[src/rtl/spi_cmd_pkg.sv]
package spi_cmd_pkg;
  localparam int unsigned DEF_IDX_W  = 7;
  localparam int unsigned DEF_DATA_W = 8;

  function automatic int unsigned frame_bits(input int unsigned idx_w, input int unsigned data_w);
    return idx_w + 1 + data_w;
  endfunction

  function automatic int unsigned cnt_bits(input int unsigned n);
    return (n <= 2) ? 1 : $clog2(n);
  endfunction
endpackage

[src/rtl/spi_bit_counter.sv]
module spi_bit_counter #(
  parameter int unsigned FRAME_W = 16,
  parameter int unsigned ADDR_W  = 8,
  localparam int unsigned CNT_W  = spi_cmd_pkg::cnt_bits(FRAME_W)
) (
  input  logic             sclk_i,
  input  logic             frame_rst_ni,
  output logic [CNT_W-1:0] cnt_o,
  output logic             load_o,
  output logic             last_o,
  output logic             data_ph_o
);
  localparam logic [CNT_W-1:0] LAST_C = CNT_W'(FRAME_W - 1);
  localparam logic [CNT_W-1:0] LOAD_C = CNT_W'(ADDR_W - 1);
  localparam logic [CNT_W-1:0] DATA_C = CNT_W'(ADDR_W);

  logic [CNT_W-1:0] cnt_q;

  always_ff @(posedge sclk_i or negedge frame_rst_ni) begin
    if (!frame_rst_ni)       cnt_q <= '0;
    else if (cnt_q == LAST_C) cnt_q <= '0;
    else                      cnt_q <= cnt_q + 1'b1;
  end

  assign cnt_o     = cnt_q;
  assign load_o    = (cnt_q == LOAD_C);
  assign last_o    = (cnt_q == LAST_C);
  assign data_ph_o = (cnt_q >= DATA_C);
endmodule

[src/rtl/spi_rx_shifter.sv]
module spi_rx_shifter #(
  parameter int unsigned FRAME_W = 16
) (
  input  logic               sclk_i,
  input  logic               frame_rst_ni,
  input  logic               mosi_i,
  output logic [FRAME_W-1:0] frame_o
);
  logic [FRAME_W-2:0] sr_q;

  always_ff @(posedge sclk_i or negedge frame_rst_ni) begin
    if (!frame_rst_ni) sr_q <= '0;
    else               sr_q <= {sr_q[FRAME_W-3:0], mosi_i};
  end

  // full frame as seen on the completing edge
  assign frame_o = {sr_q, mosi_i};
endmodule

[src/rtl/spi_tx_shifter.sv]
module spi_tx_shifter #(
  parameter int unsigned        DATA_W = 8,
  parameter logic [DATA_W-1:0] BUSY_C = '1
) (
  input  logic              sclk_i,
  input  logic              rst_ni,
  input  logic              cs_ni,
  input  logic              load_i,
  input  logic              data_ph_i,
  input  logic              busy_i,
  input  logic [DATA_W-1:0] rd_data_i,
  output logic              miso_o
);
  logic [DATA_W-1:0] sr_q;
  logic              miso_q;

  always_ff @(posedge sclk_i or negedge rst_ni) begin
    if (!rst_ni)        sr_q <= '0;
    else if (load_i)    sr_q <= busy_i ? BUSY_C : rd_data_i;
    else if (data_ph_i) sr_q <= {sr_q[DATA_W-2:0], 1'b0};
    else                sr_q <= '0;
  end

  // launch on falling edge, mode 0
  always_ff @(negedge sclk_i or negedge rst_ni) begin
    if (!rst_ni) miso_q <= 1'b0;
    else         miso_q <= sr_q[DATA_W-1];
  end

  assign miso_o = miso_q & ~cs_ni;
endmodule

[src/rtl/spi_cmd_hold.sv]
module spi_cmd_hold #(
  parameter int unsigned IDX_W  = 7,
  parameter int unsigned DATA_W = 8,
  localparam int unsigned FRAME_W = IDX_W + 1 + DATA_W
) (
  input  logic               sclk_i,
  input  logic               rst_ni,
  input  logic               load_i,
  input  logic               last_i,
  input  logic [FRAME_W-1:0] frame_i,
  input  logic               ack_i,
  output logic               req_o,
  output logic               rw_o,
  output logic [IDX_W-1:0]   idx_o,
  output logic [DATA_W-1:0]  data_o
);
  logic              req_q, reject_q, rw_q;
  logic [IDX_W-1:0]  idx_q;
  logic [DATA_W-1:0] data_q;
  logic              accept;

  assign accept = last_i & ~reject_q;

  always_ff @(posedge sclk_i or negedge rst_ni) begin
    if (!rst_ni)     reject_q <= 1'b0;
    else if (load_i) reject_q <= req_q;
  end

  always_ff @(posedge sclk_i or negedge rst_ni) begin
    if (!rst_ni)     req_q <= 1'b0;
    else if (accept) req_q <= 1'b1;
    else if (ack_i)  req_q <= 1'b0;
  end

  always_ff @(posedge sclk_i or negedge rst_ni) begin
    if (!rst_ni) begin
      rw_q   <= 1'b0;
      idx_q  <= '0;
      data_q <= '0;
    end else if (accept) begin
      rw_q   <= frame_i[FRAME_W-1];
      idx_q  <= frame_i[FRAME_W-2 -: IDX_W];
      data_q <= frame_i[DATA_W-1:0];
    end
  end

  assign req_o  = req_q;
  assign rw_o   = rw_q;
  assign idx_o  = idx_q;
  assign data_o = data_q;
endmodule

[src/rtl/spi_cmd_frontend.sv]
module spi_cmd_frontend #(
  parameter int unsigned        IDX_W  = spi_cmd_pkg::DEF_IDX_W,
  parameter int unsigned        DATA_W = spi_cmd_pkg::DEF_DATA_W,
  parameter logic [DATA_W-1:0] BUSY_C = '1
) (
  input  logic              sclk_i,
  input  logic              rst_ni,
  input  logic              cs_ni,
  input  logic              mosi_i,
  output logic              miso_o,
  output logic              cmd_req_o,
  input  logic              cmd_ack_i,
  output logic              cmd_rw_o,
  output logic [IDX_W-1:0]  cmd_idx_o,
  output logic [DATA_W-1:0] cmd_data_o,
  input  logic [DATA_W-1:0] rd_data_i,
  input  logic              rd_ready_i
);
  localparam int unsigned ADDR_W  = IDX_W + 1;
  localparam int unsigned FRAME_W = spi_cmd_pkg::frame_bits(IDX_W, DATA_W);
  localparam int unsigned CNT_W   = spi_cmd_pkg::cnt_bits(FRAME_W);

  logic               frame_rst_n;
  logic [CNT_W-1:0]   bit_cnt;
  logic               load, last, data_ph, busy;
  logic [FRAME_W-1:0] frame;

  // chip select high acts as asynchronous frame abort
  assign frame_rst_n = rst_ni & ~cs_ni;
  assign busy        = cmd_req_o | ~rd_ready_i;

  spi_bit_counter #(.FRAME_W(FRAME_W), .ADDR_W(ADDR_W)) u_cnt (
    .sclk_i(sclk_i), .frame_rst_ni(frame_rst_n), .cnt_o(bit_cnt),
    .load_o(load), .last_o(last), .data_ph_o(data_ph)
  );

  spi_rx_shifter #(.FRAME_W(FRAME_W)) u_rx (
    .sclk_i(sclk_i), .frame_rst_ni(frame_rst_n), .mosi_i(mosi_i), .frame_o(frame)
  );

  spi_tx_shifter #(.DATA_W(DATA_W), .BUSY_C(BUSY_C)) u_tx (
    .sclk_i(sclk_i), .rst_ni(rst_ni), .cs_ni(cs_ni), .load_i(load),
    .data_ph_i(data_ph), .busy_i(busy), .rd_data_i(rd_data_i), .miso_o(miso_o)
  );

  spi_cmd_hold #(.IDX_W(IDX_W), .DATA_W(DATA_W)) u_hold (
    .sclk_i(sclk_i), .rst_ni(rst_ni), .load_i(load), .last_i(last),
    .frame_i(frame), .ack_i(cmd_ack_i), .req_o(cmd_req_o),
    .rw_o(cmd_rw_o), .idx_o(cmd_idx_o), .data_o(cmd_data_o)
  );
endmodule

[config.mk]
export PLATFORM = sky130hd
export DESIGN_NAME = spi_cmd_frontend
export DESIGN_NICKNAME = d
export VERILOG_FILES = /design/src/rtl/spi_cmd_pkg.sv /design/src/rtl/spi_bit_counter.sv /design/src/rtl/spi_rx_shifter.sv /design/src/rtl/spi_tx_shifter.sv /design/src/rtl/spi_cmd_hold.sv /design/src/rtl/spi_cmd_frontend.sv
export SDC_FILE = /design/constraint.sdc
export NUM_CORES = 1
export LEC_CHECK = 0
export ABC_AREA = 0
export BUFFER_PORTS_ARGS = -buffer_cell sky130_fd_sc_hd__buf_2
export CAP_MARGIN = 20
export CORE_MARGIN = 2
export CORE_UTILIZATION = 48
export DETAILED_ROUTE_END_ITERATION = 12
export PLACE_DENSITY = 0.71
export SLEW_MARGIN = 5
export SYNTH_ARGS = -nofsm -noshare
export SYNTH_HDL_FRONTEND = slang
export SYNTH_SLANG_ARGS = --single-unit
[constraint.sdc]
create_clock -name sclk_i -period 2 [get_ports sclk_i]
set_input_delay 0.1 -clock sclk_i [delete_from_list [all_inputs] [get_ports sclk_i]]
set_output_delay 0.1 -clock sclk_i [all_outputs]
set_load 0.1 [all_outputs]
**Word-level counts from Yosys, hierarchy flattened**

Index checks and enable logic that the tools add are counted.

- Bits in registers: 46
- Output and inout bits: 18

- Add/sub/neg operators: 1
- Order comparisons: 1
- Equality and inequality tests: 2
- Muxes and demuxes: 6
- Bitwise logic cells: 7
- Reductions and logical operators: 1

Operator list:

| cell | count |
|---|---|
| 2-to-1 mux 8 bit | 3 |
| adder 4 x 1 -> 4 bit (second input constant) | 1 |
| equality test 4 x 3 -> 1 bit (second input constant) | 1 |
| equality test 4 bit (second input constant) | 1 |
| greater-or-equal comparator 4 bit (second input constant) | 1 |
| 2-to-1 mux 4 bit | 1 |
| bitwise AND 1 bit | 3 |
| inverter 1 bit | 3 |
| 2-to-1 mux 1 bit | 2 |
| nonzero test 2 bit | 1 |
| bitwise OR 1 bit | 1 |

**Logic depth before layout (Yosys ltp)**

Gate-level depths: netlist of the first run.

- Depth after elaboration: 4
- Depth in mapped cells: 5
- Depth with buffers taken out: 3

**By module**

From an unflattened synthesis of the first run, not the netlist that was laid out.

- Cell total of the unflattened synthesis: 111
- Area, all modules: 1666.6 µm²

By module, submodules not included:

| module | instances | cells each | area an instance (µm²) |
|---|---|---|---|
| spi_cmd_hold | 1 | 40 | 715.7 |
| spi_rx_shifter | 1 | 16 | 382.9 |
| spi_tx_shifter | 1 | 34 | 351.6 |
| spi_bit_counter | 1 | 19 | 196.4 |
| spi_cmd_frontend | 1 | 2 | 20.0 |

==> results of run 1 <==
-- per-stage QoR --
step                      hold WS (ns)  setup WS (ns)
after floorplan                -0.1956        0.01328
after global placement          0.1320         0.2095
after detailed placement        0.1514         0.2008
after CTS                     0.005474        -0.1815
after global routing           0.01610        -0.2225
final                         0.008922        -0.1625
-- registers in the layout, indices dropped and copies added, names as in the netlist --
name             flops
u_hold.reject_q      1
u_hold.data_o        8
u_cnt.cnt_o          4
u_tx.sr_q            8
u_hold.rw_o          1
u_hold.req_o         1
u_tx.miso_q          1
u_hold.idx_o         7
u_rx.sr_q           15
-- what timing repair did --
| action | in CTS | in global routing |
|---|---|---|
| endpoints found under the setup margin | 1 | 1 |
| hold buffers | 7 | 0 |
| hold endpoints to repair | 51 | 0 |
| cloned | 0 | 0 |
| resized for setup | 0 | 0 |
-- routing by layer --
metal  up-vias  track usage [%]  part of all wire [%]
met5         -                0                     0
met4         0            4.167                   1.0
met3         4            6.126                   4.8
met2        20            24.34                    48
met1       469            19.12                    46
li1        449                -                     -
-- layout make-up --
type | instances | area (um2)
Clock inverter | 3 | 21.27
Clock buffer | 5 | 37.54
Timing Repair Buffer | 40 | 255.2
Multi-Input combinational cell | 52 | 474.2
Sequential cell | 46 | 1151
Fill cell | 287 | 1321
Tap cell | 46 | 57.56
Inverter | 5 | 18.77
-- worst paths after layout --
path	slack (ns)	start	cells past startpoint	endpoint
worst max register to register	0.33	u_cnt.cnt_o[0]$_DFF_PN0_	3	u_hold.idx_o[6]$_DFFE_PN0P_
min in group asynchronous	0.26	rst_ni	3	u_hold.data_o[6]$_DFFE_PN0P_
worst min-delay path	0.009	rd_data_i[5]	3	u_tx.sr_q[5]$_DFF_PN0_
worst min register to register	0.38	u_rx.sr_q[13]$_DFF_PN0_	0	u_rx.sr_q[14]$_DFF_PN0_
max in group asynchronous	0.94	rst_ni	2	u_tx.miso_q$_DFF_NN0_
worst max-delay path	-0.16	u_tx.miso_q$_DFF_NN0_	2	miso_o
-- critical path: cells and delay by family, from the launching register on --
family | cells | cell delay (ns)
simple gates | 1 | 0.15
buf+inv | 1 | 0.18
flops | 1 | 0.40
-- Yosys cell counts --
cell and instances:
buf_6 1, inv_1 5, buf_1 1, nand2_1 8, a311o_1 1, nor2b_1 3
dfrtn_1 1, nor3b_1 7, ha_1 2, nand4b_4 1, xor2_1 1, o21ai_0 8
mux2_4 9, mux2_2 8, buf_4 2, dfrtp_1 45, and4b_1 1, a31oi_1 2
nand3b_1 1, clkbuf_1 1
-- cells by family (layout without fill, tap and decap cells) --
group | Yosys count | after routing | share of synthesized area (%)
muxes | 17 | 17 | 13.50
DFF | 46 | 46 | 69.02
buffers and inverters | 10 | 53 | 3.150
adders and majority gates | 2 | 2 | 1.500
AOI/OAI and AO/OA | 11 | 11 | 3.751
and+or+nand+nor | 21 | 21 | 8.552
xor gates and xnor gates | 1 | 1 | 0.5252
-- power breakdown --
| group | switching [mW] | internal, mW | total [mW] |
|---|---|---|---|
| clock network | 0.299 | 0.137 | 0.435 |
| registers | 0.0193 | 0.964 | 0.983 |
| logic | 0.177 | 0.0555 | 0.232 |
==> results_dict.tcl, run 1 <==
set metrics [dict create \
    cp_cell_sequence "nor2b_4 -> buf_12" \
    rsz0062_at_grt "true" \
    synth_seq_cells 46 \
    syn_nets 124 \
    dpl.hpwl_um 1722 \
    synth_area_um2 1668 \
    peakVddDrop_mv 0.5676 \
    tightest_slew_ns 0.4891 \
    yosys_warnings 0 \
    power.leakage_nw 1.031 \
    worst_slew_margin_rel_pct 67.62 \
    layout.cells.non_filler 197 \
    dp.cells 182 \
    hp-class "primary input to flop" \
    antenna_found_initial 0 \
    nets 166 \
    grt_pass1_wl_um 4643 \
    critical_path_arrival_ns 2.06 \
    viasPerCell 4.782 \
    finalWirelength_um 2573 \
    cts_buffers 5 \
    die_h_um 62.95 \
    drtIter0Drc 19 \
    port_buffers 31 \
    crit_required_ns 1.90 \
    synth.avg_cell_area_um2 15.44 \
    failed_checks "setup timing" \
    cts-root-buf "clkbuf_4" \
    synth.area.top_cells "dfrtp_1 (68%), mux2_4 (8.1%), mux2_2 (5.4%)" \
    critPathKind "flop to output port" \
    fin_util_pct 60.40 \
    syn-instance-count 108 \
    rows 21 \
    grt_usage_pct 15.19 \
    firstDrtPassIters 3 \
    grt_overflow 0 \
    slew_violations 0 \
    diodes 0 \
    postPlaceCellArea_um2 1887 \
    synth_top_cell_by_area "dfrtp_1" \
    clock_sink_count 46 \
    cp_max_fo 1 \
    grt_pass1_vias 999 \
    die-area_um2 3962 \
    maxCapViolations 0 \
    postCtsSetupRepairBufs 0 \
    start_util_pct 49.98 \
    synth_cell_types 20 \
    endpoint_kind "output port" \
    hold_viol 0 \
    finalSetupTns_ns -0.1625 \
    grt_max_degree 28 \
    final_cell_area_um2 2016 \
    route.detailed.drc 0 \
    clk_pin_slew_ns 0.13 \
    cellPowerDensity_nw_per_um2 818.8 \
    final_cell_mix "dfrtp_1 (45), buf_2 (30), mux2_4 (9)" \
    synth_top_area_share_pct 67.52 \
    htree_levels 2 \
    outcome "finished with violations" \
    final_common_cell "dfrtp_1" \
    core_um2 3337 \
    via_count 942 \
    setup_ws_ns -0.1625 \
    cpMaxStageDelayCell "dfrtn_1" \
    drive_gt1_share_pct 40.40 \
    ant_nets 0 \
    skew_ns 0.01885 \
    gp_congestion 0.6780 \
    area_delta_synth_final_pct 20.85 \
    cts_max_path_buffers 2 \
    boundaryPins 32 \
    ys_seq_area_share_pct 69.02 \
    slowest_delay_ns 0.40 \
    setup_viol 1 \
    finalPower_mw 1.650 \
    clk_latency_ns 0.37 \
    wire_per_inst_um 13.06 \
    die_x_um 62.95 \
    start_kind "flop" \
    cts_tree "done" \
]
Power figures use the tool's default switching activity.
==> inputs of run 2 (changes only) <==
--- a/config.mk
+++ b/config.mk
@@ -9,9 +9,9 @@
 export BUFFER_PORTS_ARGS = -buffer_cell sky130_fd_sc_hd__buf_2
 export CAP_MARGIN = 20
 export CORE_MARGIN = 2
-export CORE_UTILIZATION = 48
+export CORE_UTILIZATION = 53
 export DETAILED_ROUTE_END_ITERATION = 12
-export PLACE_DENSITY = 0.71
+export PLACE_DENSITY = 0.77
 export SLEW_MARGIN = 5
 export SYNTH_ARGS = -nofsm -noshare
 export SYNTH_HDL_FRONTEND = slang
==> constraint.sdc (replaced) <==
create_clock -name sclk_i -period 2 [get_ports sclk_i]
set_input_delay 0.3 -clock sclk_i [delete_from_list [all_inputs] [get_ports sclk_i]]
set_output_delay 0.3 -clock sclk_i [all_outputs]
set_load 0.1 [all_outputs]
==> results_dict.tcl, run 2 (synthesis gave the netlist of run 1 again) <==
set metrics [dict create \
    rows 20 \
    wire_per_inst_um 12.89 \
    area_delta_synth_final_pct 17.93 \
    drive_gt1_share_pct 41.78 \
    finalPower_mw 1.657 \
    tightest_slew_ns 0.4848 \
    grt_overflow 0 \
    die_h_um 60.10 \
    firstDrtPassIters 3 \
    nets 161 \
    drtIter0Drc 12 \
    cts_buffers 5 \
    finalWirelength_um 2450 \
    rsz0062_at_grt "true" \
    largest_register_ffs 15 \
    failed_checks "setup timing" \
    min-delay-start "mosi_i" \
    die-area_um2 3611 \
    postPlaceCellArea_um2 1884 \
    antenna_found_initial 0 \
    r2r_start "u_cnt.cnt_o[0]$_DFF_PN0_" \
    start_util_pct 55.08 \
    grt_pass1_wl_um 4250 \
    viasPerCell 4.774 \
    skew_ns 0.01929 \
    clk_latency_ns 0.36 \
    critical_path_arrival_ns 2.07 \
    maxCapViolations 0 \
    clock_sink_count 46 \
    cts_tree "done" \
    setup_viol 1 \
    final_common_cell "dfrtp_1" \
    diodes 0 \
    grt_pass1_vias 893 \
    route.detailed.drc 0 \
    hold_depth 1 \
    slowest_delay_ns 0.40 \
    via_count 907 \
    start_kind "flop" \
    core_um2 3028 \
    cts-root-buf "clkbuf_4" \
    grt_usage_pct 16.97 \
    port_buffers 31 \
    htree_levels 2 \
    rr_worst_depth 3 \
    boundaryPins 32 \
    power.leakage_nw 1.011 \
    setup_ws_ns -0.3697 \
    endpoint_kind "output port" \
    dpl.hpwl_um 1630 \
    gp_congestion 0.7829 \
    final_cell_area_um2 1967 \
    cpMaxStageDelayCell "dfrtn_1" \
    cellPowerDensity_nw_per_um2 842.4 \
    holdPathEnd "u_rx.sr_q[0]$_DFF_PN0_" \
    cp_max_fo 1 \
    peakVddDrop_mv 0.4775 \
    final_cell_mix "dfrtp_1 (45), buf_2 (30), mux2_4 (9)" \
    worst_slew_margin_rel_pct 67.90 \
    die_x_um 60.10 \
    critPathKind "flop to output port" \
    largest-register "u_rx.sr_q" \
    rrSetupSlack_ns 0.37 \
    cp_cell_sequence "nor2b_4 -> buf_12" \
    cp_top_family "flip-flops" \
    crit_required_ns 1.70 \
    ant_nets 0 \
    postCtsSetupRepairBufs 0 \
    holdWs_ns 0.04503 \
    hp-class "primary input to flop" \
    grt_max_degree 28 \
    worstReg2RegEnd "u_hold.rw_o$_DFFE_PN0P_" \
    clk_pin_slew_ns 0.13 \
    cts_max_path_buffers 2 \
    outcome "finished with violations" \
    cp-startpoint "u_tx.miso_q$_DFF_NN0_" \
    hold_viol 0 \
    slew_violations 0 \
    cp.buffers_inverters 1 \
]
-- run 2: power by group --
group	internal [mW]	total [mW]	switching, mW
sequential	0.964	0.983	0.0194
clock	0.143	0.449	0.306
combinational	0.0492	0.225	0.176
-- run 2: how the worst max path moves through the flow --
stage / endpoint / cells past startpoint
after floorplan: miso_o / 1
after global routing: miso_o / 2
after global placement: miso_o / 2
after detailed placement: miso_o / 2
after CTS: miso_o / 2
final: miso_o / 2
-- run 2: layer usage --
layer / up-vias / track usage [%] / routed length, um
li1: 435 / - / -
met1: 444 / 23.07 / 1163
met2: 20 / 23.76 / 1108
met3: 8 / 4.545 / 103
met4: 0 / 11.43 / 76
met5: - / 0 / 0
-- run 2: layout make-up --
type | count | area (um2)
repair buffers | 35 | 205.2
fillers | 229 | 1061
clock buffers | 5 | 37.54
well taps | 44 | 55.05
clock inverters | 3 | 25.02
multi-input cells | 52 | 474.2
flip-flops and latches | 46 | 1151
inverters | 5 | 18.77
-- run 2: worst reg2reg max path: stages (launching register included) --
cell and delay (ns):
dfrtp_1 0.43, ha_1 0.31, nand4b_4 0.37, mux2_4 0.42
-- run 2: per-stage QoR --
step,worst slack (ns),cells,setup TNS [ns],utilization (%)
after floorplan,-0.1867,108,-0.1867,-
after global placement,0.01010,180,0,62.23
after detailed placement,-0.001743,180,-0.001743,62.23
after CTS,-0.3927,190,-0.3927,64.96
after global routing,-0.4114,190,-0.4114,64.96
final,-0.3697,190,-0.3697,64.96
-- run 2: timing repair --
item                       CTS  global route
resized for setup            0             0
hold endpoints to repair    27             0
hold buffers                 2             0
pin swaps                    0             0
setup endpoints to repair    1             1
==> inputs of run 3 (changes only) <==
--- a/config.mk
+++ b/config.mk
@@ -9,9 +9,9 @@
 export BUFFER_PORTS_ARGS = -buffer_cell sky130_fd_sc_hd__buf_2
 export CAP_MARGIN = 20
 export CORE_MARGIN = 2
-export CORE_UTILIZATION = 53
+export CORE_UTILIZATION = 48
 export DETAILED_ROUTE_END_ITERATION = 12
-export PLACE_DENSITY = 0.77
+export PLACE_DENSITY = 0.74
 export SLEW_MARGIN = 5
 export SYNTH_ARGS = -nofsm -noshare
 export SYNTH_HDL_FRONTEND = slang
==> constraint.sdc (replaced) <==
create_clock -name sclk_i -period 2.1 [get_ports sclk_i]
set_input_delay 0.315 -clock sclk_i [delete_from_list [all_inputs] [get_ports sclk_i]]
set_output_delay 0.315 -clock sclk_i [all_outputs]
set_load 0.1 [all_outputs]
==> results_dict.tcl, run 3 (synthesis gave the netlist of run 1 again) <==
set metrics [dict create \
    outcome "finished with violations" \
    failed_checks "setup timing" \
    rows 21 \
    hp-class "primary input to asynchronous set/reset pin" \
    cp_cell_sequence "nor2b_4 -> buf_12" \
    power.leakage_nw 1.002 \
    start_kind "flop" \
    largest_register_ffs 15 \
    rr_worst_depth 3 \
    drive_gt1_share_pct 41.96 \
    grt_pass1_wl_um 4533 \
    cp_max_fo 1 \
    die_h_um 62.95 \
    area_delta_synth_final_pct 15.98 \
    die-area_um2 3962 \
    endpoint "miso_o" \
    grt_max_degree 28 \
    clock_sink_count 46 \
    setup_ws_ns -0.3183 \
    p_clk_share_pct 24.5 \
    grt_usage_pct 15.36 \
    power.share.switching_pct 28.76 \
    ant_nets 0 \
    clk_pin_slew_ns 0.12 \
    ctsHoldBuffers 0 \
    switchingPower_uw 437.0 \
    diodes 0 \
    start_util_pct 49.98 \
    via_count 907 \
    clk_latency_ns 0.34 \
    cp.depth 2 \
    postCtsSetupRepairBufs 0 \
    cpMaxStageDelayCell "dfrtn_1" \
    cts_tree "done" \
    r2r_start "u_cnt.cnt_o[0]$_DFF_PN0_" \
    skew_ns 0.01303 \
    maxCapViolations 0 \
    critPathKind "flop to output port" \
    cts-root-buf "clkbuf_4" \
    final_cell_mix "dfrtp_1 (45), buf_2 (30), mux2_4 (9)" \
    cp-startpoint "u_tx.miso_q$_DFF_NN0_" \
    final_common_cell "dfrtp_1" \
    cts_max_path_buffers 2 \
    slew_violations 0 \
    cellPowerDensity_nw_per_um2 785.6 \
    cp_top_family "flip-flops" \
    die_x_um 62.95 \
    antenna_found_initial 0 \
    dpl.hpwl_um 1736 \
    critical_path_arrival_ns 2.10 \
    firstDrtPassIters 4 \
    drtIter0Drc 17 \
    p_int_mw 1.083 \
    comb_power_share_pct 13.9 \
    fill_cells 277 \
    grt_pass1_vias 968 \
    viasPerCell 4.799 \
    nets 159 \
    endpoint_kind "output port" \
    rsz0062_at_grt "true" \
    largest-register "u_rx.sr_q" \
    gp_congestion 0.6695 \
    slowest_delay_ns 0.40 \
    wire_per_inst_um 13.29 \
    crit_required_ns 1.78 \
    grt_overflow 0 \
    setup_viol 1 \
    boundaryPins 32 \
    holdWs_ns 0.002880 \
    cp.buffers_inverters 1 \
    core_um2 3337 \
    worstReg2RegEnd "u_hold.data_o[7]$_DFFE_PN0P_" \
    post_cts_resized 0 \
    cts_buffers 5 \
    worst_slew_margin_rel_pct 67.76 \
    finalPower_mw 1.520 \
    htree_levels 2 \
    hold_viol 0 \
    power_frac_seq_pct 61.5 \
    tightest_slew_ns 0.4870 \
    finalWirelength_um 2511 \
    peakVddDrop_mv 0.5726 \
    port_buffers 31 \
    route.detailed.drc 0 \
    rrSetupSlack_ns 0.45 \
]
[run 3: routing by layer]
metal	vias to the layer above	part of all wire, %	GRT usage [%]	routed length (um)
li1	430	-	-	-
met1	454	44	19.93	1094
met2	17	50	23.27	1249
met3	6	4.8	6.126	120
met4	0	1.8	5.833	46
met5	-	0	0	0
[run 3: what timing repair did]
| item | CTS | global route |
|---|---|---|
| gates cloned | 0 | 0 |
| pin swaps | 0 | 0 |
| endpoints found under the setup margin | 1 | 1 |
[run 3: worst min path at each step]
stage | startpoint | endpoint | slack, ns | cells past startpoint
after floorplan | rst_ni | u_hold.data_o[0]$_DFFE_PN0P_ | 0.02 | 0
after global placement | u_rx.sr_q[12]$_DFF_PN0_ | u_rx.sr_q[13]$_DFF_PN0_ | 0.35 | 0
after detailed placement | u_rx.sr_q[9]$_DFF_PN0_ | u_rx.sr_q[10]$_DFF_PN0_ | 0.36 | 0
after CTS | rst_ni | u_hold.idx_o[6]$_DFFE_PN0P_ | 0.004 | 2
after global routing | rst_ni | u_hold.idx_o[3]$_DFFE_PN0P_ | 0.005 | 2
final | rst_ni | u_hold.data_o[4]$_DFFE_PN0P_ | 0.003 | 2
[run 3: stage by stage]
step                instances  setup TNS, ns  utilization, %  setup WS (ns)  area (um2)
detailed placement        182              0           56.54        0.03342        1887
finish                    189        -0.3183           57.97        -0.3183        1934
global route              189        -0.3767           57.97        -0.3767        1934
global placement          182              0           56.54        0.04820        1887
floorplan                 108        -0.1517               -        -0.1517        1675
CTS                       189        -0.3401           57.97        -0.3401        1934
[run 3: power groups by stage]
stage	Clock [mW]	Combinational (mW)	Sequential (mW)
4_1_cts	0.389	0.215	0.936
3_3_place_gp	0	0.212	0.951
3_5_place_dp	0	0.214	0.954
5_1_grt	0.429	0.223	0.941
6_report	0.373	0.212	0.935
2_1_floorplan	0	0.0340	1.08
[run 3: cell type report]
cell class | instances | area (um2) | share of cell area (%)
clock inverter | 2 | 10.01 | 0.5175
inverter | 5 | 18.77 | 0.9702
tap | 46 | 57.56 | 2.975
multi-input combinational | 52 | 474.2 | 24.51
timing repair buffer | 33 | 185.2 | 9.573
sequential | 46 | 1151 | 59.51
clock buffer | 5 | 37.54 | 1.940
